### src/rtl/icc_pkg.sv
package icc_pkg;
  localparam int NUM_CH   = 2;
  localparam int SRC_BITS = 4;
  localparam int DATA_W   = NUM_CH * SRC_BITS;
  localparam int ADDR_W   = 3;

  localparam int SRC_TX  = 0;
  localparam int SRC_RX  = 1;
  localparam int SRC_BRK = 2;
  localparam int SRC_PIN = 3;

  typedef enum logic [ADDR_W-1:0] {
    ADDR_STAT_ALL = 3'd0,
    ADDR_STAT_A   = 3'd1,
    ADDR_STAT_B   = 3'd2,
    ADDR_MASK_ALL = 3'd3,
    ADDR_MASK_A   = 3'd4,
    ADDR_MASK_B   = 3'd5,
    ADDR_PIN_CHG  = 3'd6,
    ADDR_PIN_EN   = 3'd7
  } icc_addr_e;
endpackage

### src/rtl/icc_sync_vec.sv
module icc_sync_vec #(
  parameter int WIDTH  = 4,
  parameter int STAGES = 2
) (
  input  logic             clk,
  input  logic             rst,
  input  logic [WIDTH-1:0] din,
  output logic [WIDTH-1:0] dout
);
  localparam int CHAIN_W = WIDTH * STAGES;

  logic [CHAIN_W-1:0] chain_q;

  generate
    if (STAGES == 1) begin : g_one
      always_ff @(posedge clk) begin
        if (rst) chain_q <= '0;
        else     chain_q <= din;
      end
    end else begin : g_many
      always_ff @(posedge clk) begin
        if (rst) chain_q <= '0;
        else     chain_q <= {chain_q[CHAIN_W-WIDTH-1:0], din};
      end
    end
  endgenerate

  assign dout = chain_q[CHAIN_W-1 -: WIDTH];
endmodule

### src/rtl/icc_change_det.sv
module icc_change_det #(
  parameter int NUM_PINS = 4
) (
  input  logic                clk,
  input  logic                rst,
  input  logic [NUM_PINS-1:0] pin_sync,
  input  logic [NUM_PINS-1:0] pin_en,
  input  logic                clr,
  output logic [NUM_PINS-1:0] set_vec,
  output logic [NUM_PINS-1:0] flags_q
);
  logic [NUM_PINS-1:0] prev_q;

  // The previous sample tracks every pin, enabled or not, so enabling
  // a pin later never reports a stale difference.
  assign set_vec = (pin_sync ^ prev_q) & pin_en;

  always_ff @(posedge clk) begin
    if (rst) begin
      prev_q  <= '0;
      flags_q <= '0;
    end else begin
      prev_q  <= pin_sync;
      // Set has priority over the read-clear so that no change is lost.
      flags_q <= (clr ? '0 : flags_q) | set_vec;
    end
  end
endmodule

### src/rtl/icc_regs.sv
module icc_regs
  import icc_pkg::*;
#(
  parameter int NUM_PINS = 4
) (
  input  logic                clk,
  input  logic                rst,
  input  logic                reg_wr,
  input  logic                reg_rd,
  input  logic [ADDR_W-1:0]   reg_addr,
  input  logic [DATA_W-1:0]   reg_wdata,
  input  logic [DATA_W-1:0]   status_all,
  input  logic [NUM_PINS-1:0] pin_sync,
  input  logic [NUM_PINS-1:0] chg_flags,
  output logic [DATA_W-1:0]   mask_q,
  output logic [NUM_PINS-1:0] en_q,
  output logic                chg_clr,
  output logic [DATA_W-1:0]   reg_rdata
);
  localparam int CHG_W = 2 * NUM_PINS;

  icc_addr_e           addr;
  logic [CHG_W-1:0]    chg_word;
  logic [DATA_W-1:0]   rd_mux;

  assign addr     = icc_addr_e'(reg_addr);
  assign chg_word = {chg_flags, pin_sync};
  assign chg_clr  = reg_rd && (addr == ADDR_PIN_CHG);

  always_ff @(posedge clk) begin
    if (rst) begin
      mask_q <= '0;
      en_q   <= '0;
    end else if (reg_wr) begin
      case (addr)
        ADDR_MASK_ALL: mask_q <= reg_wdata;
        ADDR_MASK_A:   mask_q[SRC_BITS-1:0] <= reg_wdata[SRC_BITS-1:0];
        ADDR_MASK_B:   mask_q[DATA_W-1:SRC_BITS] <= reg_wdata[SRC_BITS-1:0];
        ADDR_PIN_EN:   en_q <= reg_wdata[NUM_PINS-1:0];
        default: ;
      endcase
    end
  end

  always_comb begin
    rd_mux = '0;
    case (addr)
      ADDR_STAT_ALL: rd_mux = status_all;
      ADDR_STAT_A:   rd_mux[SRC_BITS-1:0] = status_all[SRC_BITS-1:0];
      ADDR_STAT_B:   rd_mux[SRC_BITS-1:0] = status_all[DATA_W-1:SRC_BITS];
      ADDR_MASK_ALL: rd_mux = mask_q;
      ADDR_MASK_A:   rd_mux[SRC_BITS-1:0] = mask_q[SRC_BITS-1:0];
      ADDR_MASK_B:   rd_mux[SRC_BITS-1:0] = mask_q[DATA_W-1:SRC_BITS];
      ADDR_PIN_CHG:  rd_mux = DATA_W'(chg_word);
      ADDR_PIN_EN:   rd_mux[NUM_PINS-1:0] = en_q;
      default:       rd_mux = '0;
    endcase
  end

  always_ff @(posedge clk) begin
    if (rst)         reg_rdata <= '0;
    else if (reg_rd) reg_rdata <= rd_mux;
  end
endmodule

### src/rtl/icc_irq_merge.sv
module icc_irq_merge #(
  parameter int WIDTH = 8
) (
  input  logic             clk,
  input  logic             rst,
  input  logic [WIDTH-1:0] status,
  input  logic [WIDTH-1:0] mask,
  output logic             irq_out
);
  always_ff @(posedge clk) begin
    if (rst) irq_out <= 1'b0;
    else     irq_out <= |(status & mask);
  end
endmodule

### src/rtl/icc_ctrl.sv
module icc_ctrl
  import icc_pkg::*;
#(
  parameter int NUM_PINS    = 4,
  parameter int SYNC_STAGES = 2
) (
  input  logic                clk,
  input  logic                rst,
  input  logic [NUM_CH-1:0]   ch_tx_req,
  input  logic [NUM_CH-1:0]   ch_rx_req,
  input  logic [NUM_CH-1:0]   ch_brk_req,
  input  logic [NUM_PINS-1:0] pin_in,
  input  logic                reg_wr,
  input  logic                reg_rd,
  input  logic [ADDR_W-1:0]   reg_addr,
  input  logic [DATA_W-1:0]   reg_wdata,
  output logic [DATA_W-1:0]   reg_rdata,
  output logic                irq_out
);
  logic [NUM_PINS-1:0] pin_sync;
  logic [NUM_PINS-1:0] pin_en;
  logic [NUM_PINS-1:0] chg_flags;
  logic [NUM_PINS-1:0] chg_set;
  logic                chg_clr;
  logic                pin_any;
  logic [DATA_W-1:0]   status_all;
  logic [DATA_W-1:0]   mask_all;

  icc_sync_vec #(.WIDTH(NUM_PINS), .STAGES(SYNC_STAGES)) u_sync (
    .clk(clk), .rst(rst), .din(pin_in), .dout(pin_sync)
  );

  icc_change_det #(.NUM_PINS(NUM_PINS)) u_det (
    .clk(clk), .rst(rst), .pin_sync(pin_sync), .pin_en(pin_en),
    .clr(chg_clr), .set_vec(chg_set), .flags_q(chg_flags)
  );

  assign pin_any = |chg_flags;

  generate
    for (genvar c = 0; c < NUM_CH; c++) begin : g_chan
      assign status_all[c*SRC_BITS + SRC_TX]  = ch_tx_req[c];
      assign status_all[c*SRC_BITS + SRC_RX]  = ch_rx_req[c];
      assign status_all[c*SRC_BITS + SRC_BRK] = ch_brk_req[c];
      assign status_all[c*SRC_BITS + SRC_PIN] = pin_any;
    end
  endgenerate

  icc_regs #(.NUM_PINS(NUM_PINS)) u_regs (
    .clk(clk), .rst(rst), .reg_wr(reg_wr), .reg_rd(reg_rd),
    .reg_addr(reg_addr), .reg_wdata(reg_wdata), .status_all(status_all),
    .pin_sync(pin_sync), .chg_flags(chg_flags), .mask_q(mask_all),
    .en_q(pin_en), .chg_clr(chg_clr), .reg_rdata(reg_rdata)
  );

  icc_irq_merge #(.WIDTH(DATA_W)) u_irq (
    .clk(clk), .rst(rst), .status(status_all), .mask(mask_all),
    .irq_out(irq_out)
  );
endmodule

### config.mk
export PLATFORM = sky130hd
export DESIGN_NAME = icc_ctrl
export DESIGN_NICKNAME = d
export VERILOG_FILES = /design/src/rtl/icc_pkg.sv /design/src/rtl/icc_sync_vec.sv /design/src/rtl/icc_change_det.sv /design/src/rtl/icc_regs.sv /design/src/rtl/icc_irq_merge.sv /design/src/rtl/icc_ctrl.sv
export SDC_FILE = /design/constraint.sdc
export NUM_CORES = 1
export LEC_CHECK = 0
export ABC_CLOCK_PERIOD_IN_PS = 1600
export BUFFER_PORTS_ARGS = -buffer_cell sky130_fd_sc_hd__buf_2
export CAP_MARGIN = 30
export CORE_AREA = 2 2 61 63
export CTS_BUF_LIST = sky130_fd_sc_hd__clkbuf_8
export DETAILED_ROUTE_END_ITERATION = 7
export DIE_AREA = 0 0 63 65
export PLACE_DENSITY = 0.77
export RECOVER_POWER = 100
export SLEW_MARGIN = 25
export SYNTH_ARGS = -nofsm -noshare
export SYNTH_HDL_FRONTEND = slang
export SYNTH_SLANG_ARGS = --single-unit
### constraint.sdc
create_clock -name clk -period 1.6 [get_ports clk]
set_input_delay 0.32 -clock clk [delete_from_list [all_inputs] [get_ports clk]]
set_output_delay 0.32 -clock clk [all_outputs]
set_load 0.01 [all_outputs]
# Word-level counts from Yosys, hierarchy flattened

Cells that the tools add are included.

Word-level logic and storage cells: 33
Input bits: 25
Register bits after elaboration: 37
Output and inout bits: 9

Reductions and logical operators: 10
Multiplexer cells: 4
Bitwise gates (word level): 4
Eq/ne operators: 7

Operators with widths:

| kind                                                | count |
|---|---|
| case mux 4 bit (6 select lines)                     | 1 |
| equality test 3 bit, second input constant          | 4 |
| case mux 4 bit (3 select lines)                     | 1 |
| AND 8 bit                                           | 1 |
| case mux 4 bit (2 select lines)                     | 1 |
| OR reduction 8 bit                                  | 1 |
| equality test 3 x 2 -> 1 bit, second input constant | 2 |
| AND reduction 2 bit                                 | 3 |
| AND 4 bit                                           | 1 |
| two-way mux 4 bit                                   | 1 |
| bitwise OR 4 bit                                    | 1 |
| OR reduction 2 bit                                  | 2 |
| OR reduction 4 bit                                  | 1 |
| bitwise XOR 4 bit                                   | 1 |
| equality test 3 x 1 -> 1 bit, second input constant | 1 |
| logical NOT 3 bit                                   | 1 |
| nonzero test 2 bit                                  | 1 |
| logical AND 1 bit                                   | 1 |

# Depth between registers and ports, before layout

Word-level depth: 4
Depth in mapped cells: 7
Depth with buffers taken out: 4

# Hierarchy

A second synthesis with hierarchy kept.

Cells, all modules: 189
Area, all modules: 1,804.2 um^2

Modules (own cells, without submodules):

| module         | cells each | instances | seq. area each (um^2) | area each (um^2) |
|---|---|---|---|---|
| icc_regs       | 132        | 1         | 400.4                 | 1,162.4 |
| icc_change_det | 30         | 1         | 160.2                 | 335.3 |
| icc_sync_vec   | 20         | 1         | 160.2                 | 240.2 |
| icc_irq_merge  | 6          | 1         | 20.0                  | 58.8 |
| icc_ctrl       | 1          | 1         | 0.0                   | 7.5 |

# Worst setup path after synthesis

OpenSTA, ideal clock, no wires.

Path type: input to register
From: in reg_addr[0]
To: reg u_regs.reg_rdata[2]
Setup slack: 295 ps
Path buffers: 0
Stages: 4
Library setup time: 124 ps
Required time: 1,476 ps
Data arrival time: 1,181 ps
Cells stage by stage: mux2_4 a32o_1 o311ai_1 a21oi_1

Cells in the longest elaborated chain, start to end: 3
Elaborated cells between the ends (all ways): 11
Classes of those cells: eq/ne: 7; mux: 1; reduce/logical: 3

Ends and longest elaborated chain:

| what                                        | RTL line       | source |
|---|---|---|
| start, declared                             | icc_ctrl.sv:15 | `input logic [ADDR_W-1:0] reg_addr,` |
| equality test 3 bit (tied with other cells) | icc_regs.sv:47 | `case (addr)` |
| OR reduction 2 bit (no source line)         | n/a            |  |
| case mux 4 bit (6 select lines) *           | icc_regs.sv:47 |  |
| end signal, assigned                        | icc_regs.sv:62 | `else if (reg_rd) reg_rdata <= rd_mux;` |
| end, declared                               | icc_regs.sv:18 | `output logic [DATA_W-1:0] reg_rdata` |

Every way passes the cells marked *; elsewhere a longest branch is shown, timed or not.
A chain may end at the register's enable or synchronous reset.

# Worst setup path in the final report

From: reg u_sync.chain_q[6]
To: reg u_regs.reg_rdata[2]

Cells in the longest elaborated chain, start to end: 1

Ends and longest elaborated chain:

| what                            | RTL line           | source |
|---|---|---|
| start, declared                 | icc_sync_vec.sv:12 | `logic [CHAIN_W-1:0] chain_q;` |
| start signal, assigned          | icc_sync_vec.sv:23 | `else chain_q <= {chain_q[CHAIN_W-WIDTH-1:0], din};` |
| case mux 4 bit (6 select lines) | icc_regs.sv:47     |  |

Every way passes these cells.

==> summary.md <==
| Metric | Value |
|---|---|
| Combinational share of power | `between 10% and 20%` |
| DRC | `0` |
| CTS root buffer | `clkbuf_8` |
| Setup crit end kind | `register` |
| Part of the power in registers | `a little over half` |
| Synth area leader | `dfxtp_1` |
| Setup bufs post-CTS | `0` |
| CTS clk-pin slew, worst paths | `roughly 0.070 ns` |
| DRT antenna net count | `0` |
| Reg area | `between 700 and 800 sq um` |
| Status | `complete, no violations` |
| Area of the multi-input gates | `roughly 900 sq um` |
| Proportion of layout cells with a drive suffix above 1 | `20.66%` |
| Cell variety after synth | `48` |
| Post-synth top area share | `40.83%` |
| Number of global-route vias before repair | `roughly 1300` |
| Syn Inst Count | `about 180` |
| Die H | `approximately 65 um` |
| Clock power share | `between 30% and 40%` |
| Worst-Skew Late Latency | `just under 0.3 ns` |
| Internal power | `roughly 1.4 mW` |
| Final period util | `a little under 90%` |
| Pwr per Cell Area | `about 920 mW/mm^2` |
| FFs w/ async S/R, synth | `0%` |
| Worst slew margin | `between 50% and 60%` |
| Worst endpoint required time | `about 1.8 ns` |
| Most common cell after layout, fill and taps aside | `dfxtp_1` |
| Routed Wire Length | `3.735 mm` |
| CTS-repair resized insts | `0` |
| Syn Area/Cell | `between 10 and 15 sq um` |
| Initial Util | `51.90%` |
| Synthesized Nets | `a little over 200` |
| IO buf count | `33` |
| GP Congestion | `between 0.8 and 0.9` |
| Net switching power | `459.3 uW` |
| Crit path DAT | `~1.5 ns` |
| First-pass GRT wire length | `slightly above 6 mm` |
| Commonest non-fill, non-tap cells in the layout | `dfxtp_1, buf_2, nor2_1` |
| Die area | `0.004095 sq mm` |
| Sequential fraction of the synthesis area | `40.83%` |
| Die width | `63 um` |
| WL per Instance | `14.31 um` |
| Top cells by area, synth | `dfxtp_1, mux2i_1, nor2b_1` |
| CTS tree | `built` |
| Setup Skew | `~0.0023 ns` |
| Grt ovf | `0` |
| Vias/cell | `~5.5` |
| Slew Viols, Final | `0` |
| Crit path kind | `reg2reg` |
| Largest net degree at the start of global routing | `23` |
| DRT iter0 DRCs | `83` |
| Hold_buf cts | `0` |
| Final non-filler cell total | `261` |
| HP Class | `in2reg` |
| Nets | `approximately 240` |
| Max cap viols | `0` |
| Setup-failing EPs final | `0` |
| Dpl hpwl | `about 2.8 mm` |
| Layout area overhead | `11.59%` |
| Number of synthesized flops with an enable pin | `0` |
| CTS sink cnt | `37` |
| Mapped Area | `roughly 0.0018 sq mm` |
| CTS HTree Levels | `2` |
| CTS Buf Count | `5` |
| Final instance area | `~0.0020 sq mm` |
| Drt first pass iters | `4` |
| Sw frac | `approximately a quarter` |
| Peak fanout along the critical path | `3` |
| FP Rows | `22` |
| Via count | `1438` |
| Area after DPL | `~0.002 sq mm` |
| Synth warnings | `0` |
| Tmin final | `1.383 ns` |
| Initial antenna violation count | `0` |
| Critical Path Start Type | `register` |
| Placed insts | `~250` |
| Endpoints failing hold | `0` |
| Total Routing Usage GR | `20.07%` |
| Worst vdd ir | `just over 0.6 mV` |
| FMAX | `roughly 0.72 GHz` |
| RSZ-0062 raised after global routing | `no` |
| Filler cells | `about 330` |
| Top-level port count | `34` |
| Worst Max-Slew Pin Slew | `~0.69 ns` |
| FF+latch count, synth | `37` |
| Leakage | `0.8576 nW` |
| Diode count | `0` |
| Core area | `between 0.003 and 0.004 sq mm` |
| Ys flop type | `dfxtp_1` |
| Setup tns final | `0 ns` |
| Clk buf depth | `2` |
cell usage after synthesis, drive strengths merged, types with 5 or more instances:
cell type,n
a22oi,8
buf,6
clkbuf,7
dfxtp,37
inv,5
mux2i,14
nand2,5
nand2b,5
nor2,18
nor2b,16
xor2,5
final cells by class:
class                   instances  area share [%]
flip-flops and latches         37           36.59
inverters                       5          0.9271
repair buffers                 40           10.38
clock inverters                 1          0.3708
well taps                      48           2.967
clock buffers                   6           4.079
multi-input cells             124           44.68
metal layers:
metal / vias up / global-route usage (%) / share of wire (%)
li1: 713 / - / -
met1: 664 / 24.57 / 44
met2: 53 / 32.45 / 47
met3: 8 / 5.035 / 7.2
met4: 0 / 10.83 / 1.7
met5: - / 0 / 0
power groups by stage:
stage                     combinational (mW)  clock [mW]  sequential (mW)
final                                  0.225       0.653            0.981
after global routing                   0.249       0.718            0.983
after CTS                              0.235       0.670            0.980
after detailed placement               0.234           0             1.00
after global placement                 0.232           0            0.999
after floorplan                        0.170           0            0.996
state kept, by name, indices dropped and copies added (netlist names):
| signal | flops |
|---|---|
| u_regs.mask_q | 8 |
| u_regs.reg_rdata | 8 |
| u_sync.chain_q | 8 |
| u_det.flags_q | 4 |
| u_det.prev_q | 4 |
| u_regs.en_q | 4 |
| u_irq.irq_out | 1 |
critical path, cell delays in order, from the launching register on:
cell and delay (ns):
dfxtp_1 0.34, mux2_4 0.28, a32o_1 0.26, o311ai_1 0.28, a21oi_1 0.10
through the flow:
step                power, mW  utilization [%]  worst slack [ns]  hold WS (ns)
floorplan               1.166                -            0.2951        0.4138
global placement        1.231            56.26            0.1112        0.4154
detailed placement      1.235            56.26           0.06435        0.4256
CTS                     1.886            58.84            0.2253        0.2342
global route            1.950            57.91           0.09048        0.2421
finish                  1.859            57.91            0.2171        0.2384
path summary, 6_finish.rpt:
kind / from / endpoint / slack [ns] / cells past startpoint
hold reg to reg: u_sync.chain_q[3]$_SDFF_PP0_ / u_sync.chain_q[7]$_SDFF_PP0_ / 0.44 / 1
setup reg to reg: u_sync.chain_q[6]$_SDFF_PP0_ / u_regs.reg_rdata[2]$_SDFFE_PP0P_ / 0.22 / 4
setup / recovery: u_sync.chain_q[6]$_SDFF_PP0_ / u_regs.reg_rdata[2]$_SDFFE_PP0P_ / 0.22 / 4
hold / removal: pin_in[0] / u_sync.chain_q[0]$_SDFF_PP0_ / 0.24 / 2
cells by family after synthesis:
kind of cell           after synthesis  synth area share [%]
AO/OA/AOI/OAI                       42                 17.93
multiplexers                        17                 10.41
buffers and inverters               18                 9.310
AND/OR/NAND/NOR                     60                 19.10
XOR/XNOR                             5                 2.414
flip-flops                          37                 40.83
(Power assumes the default switching activity.)
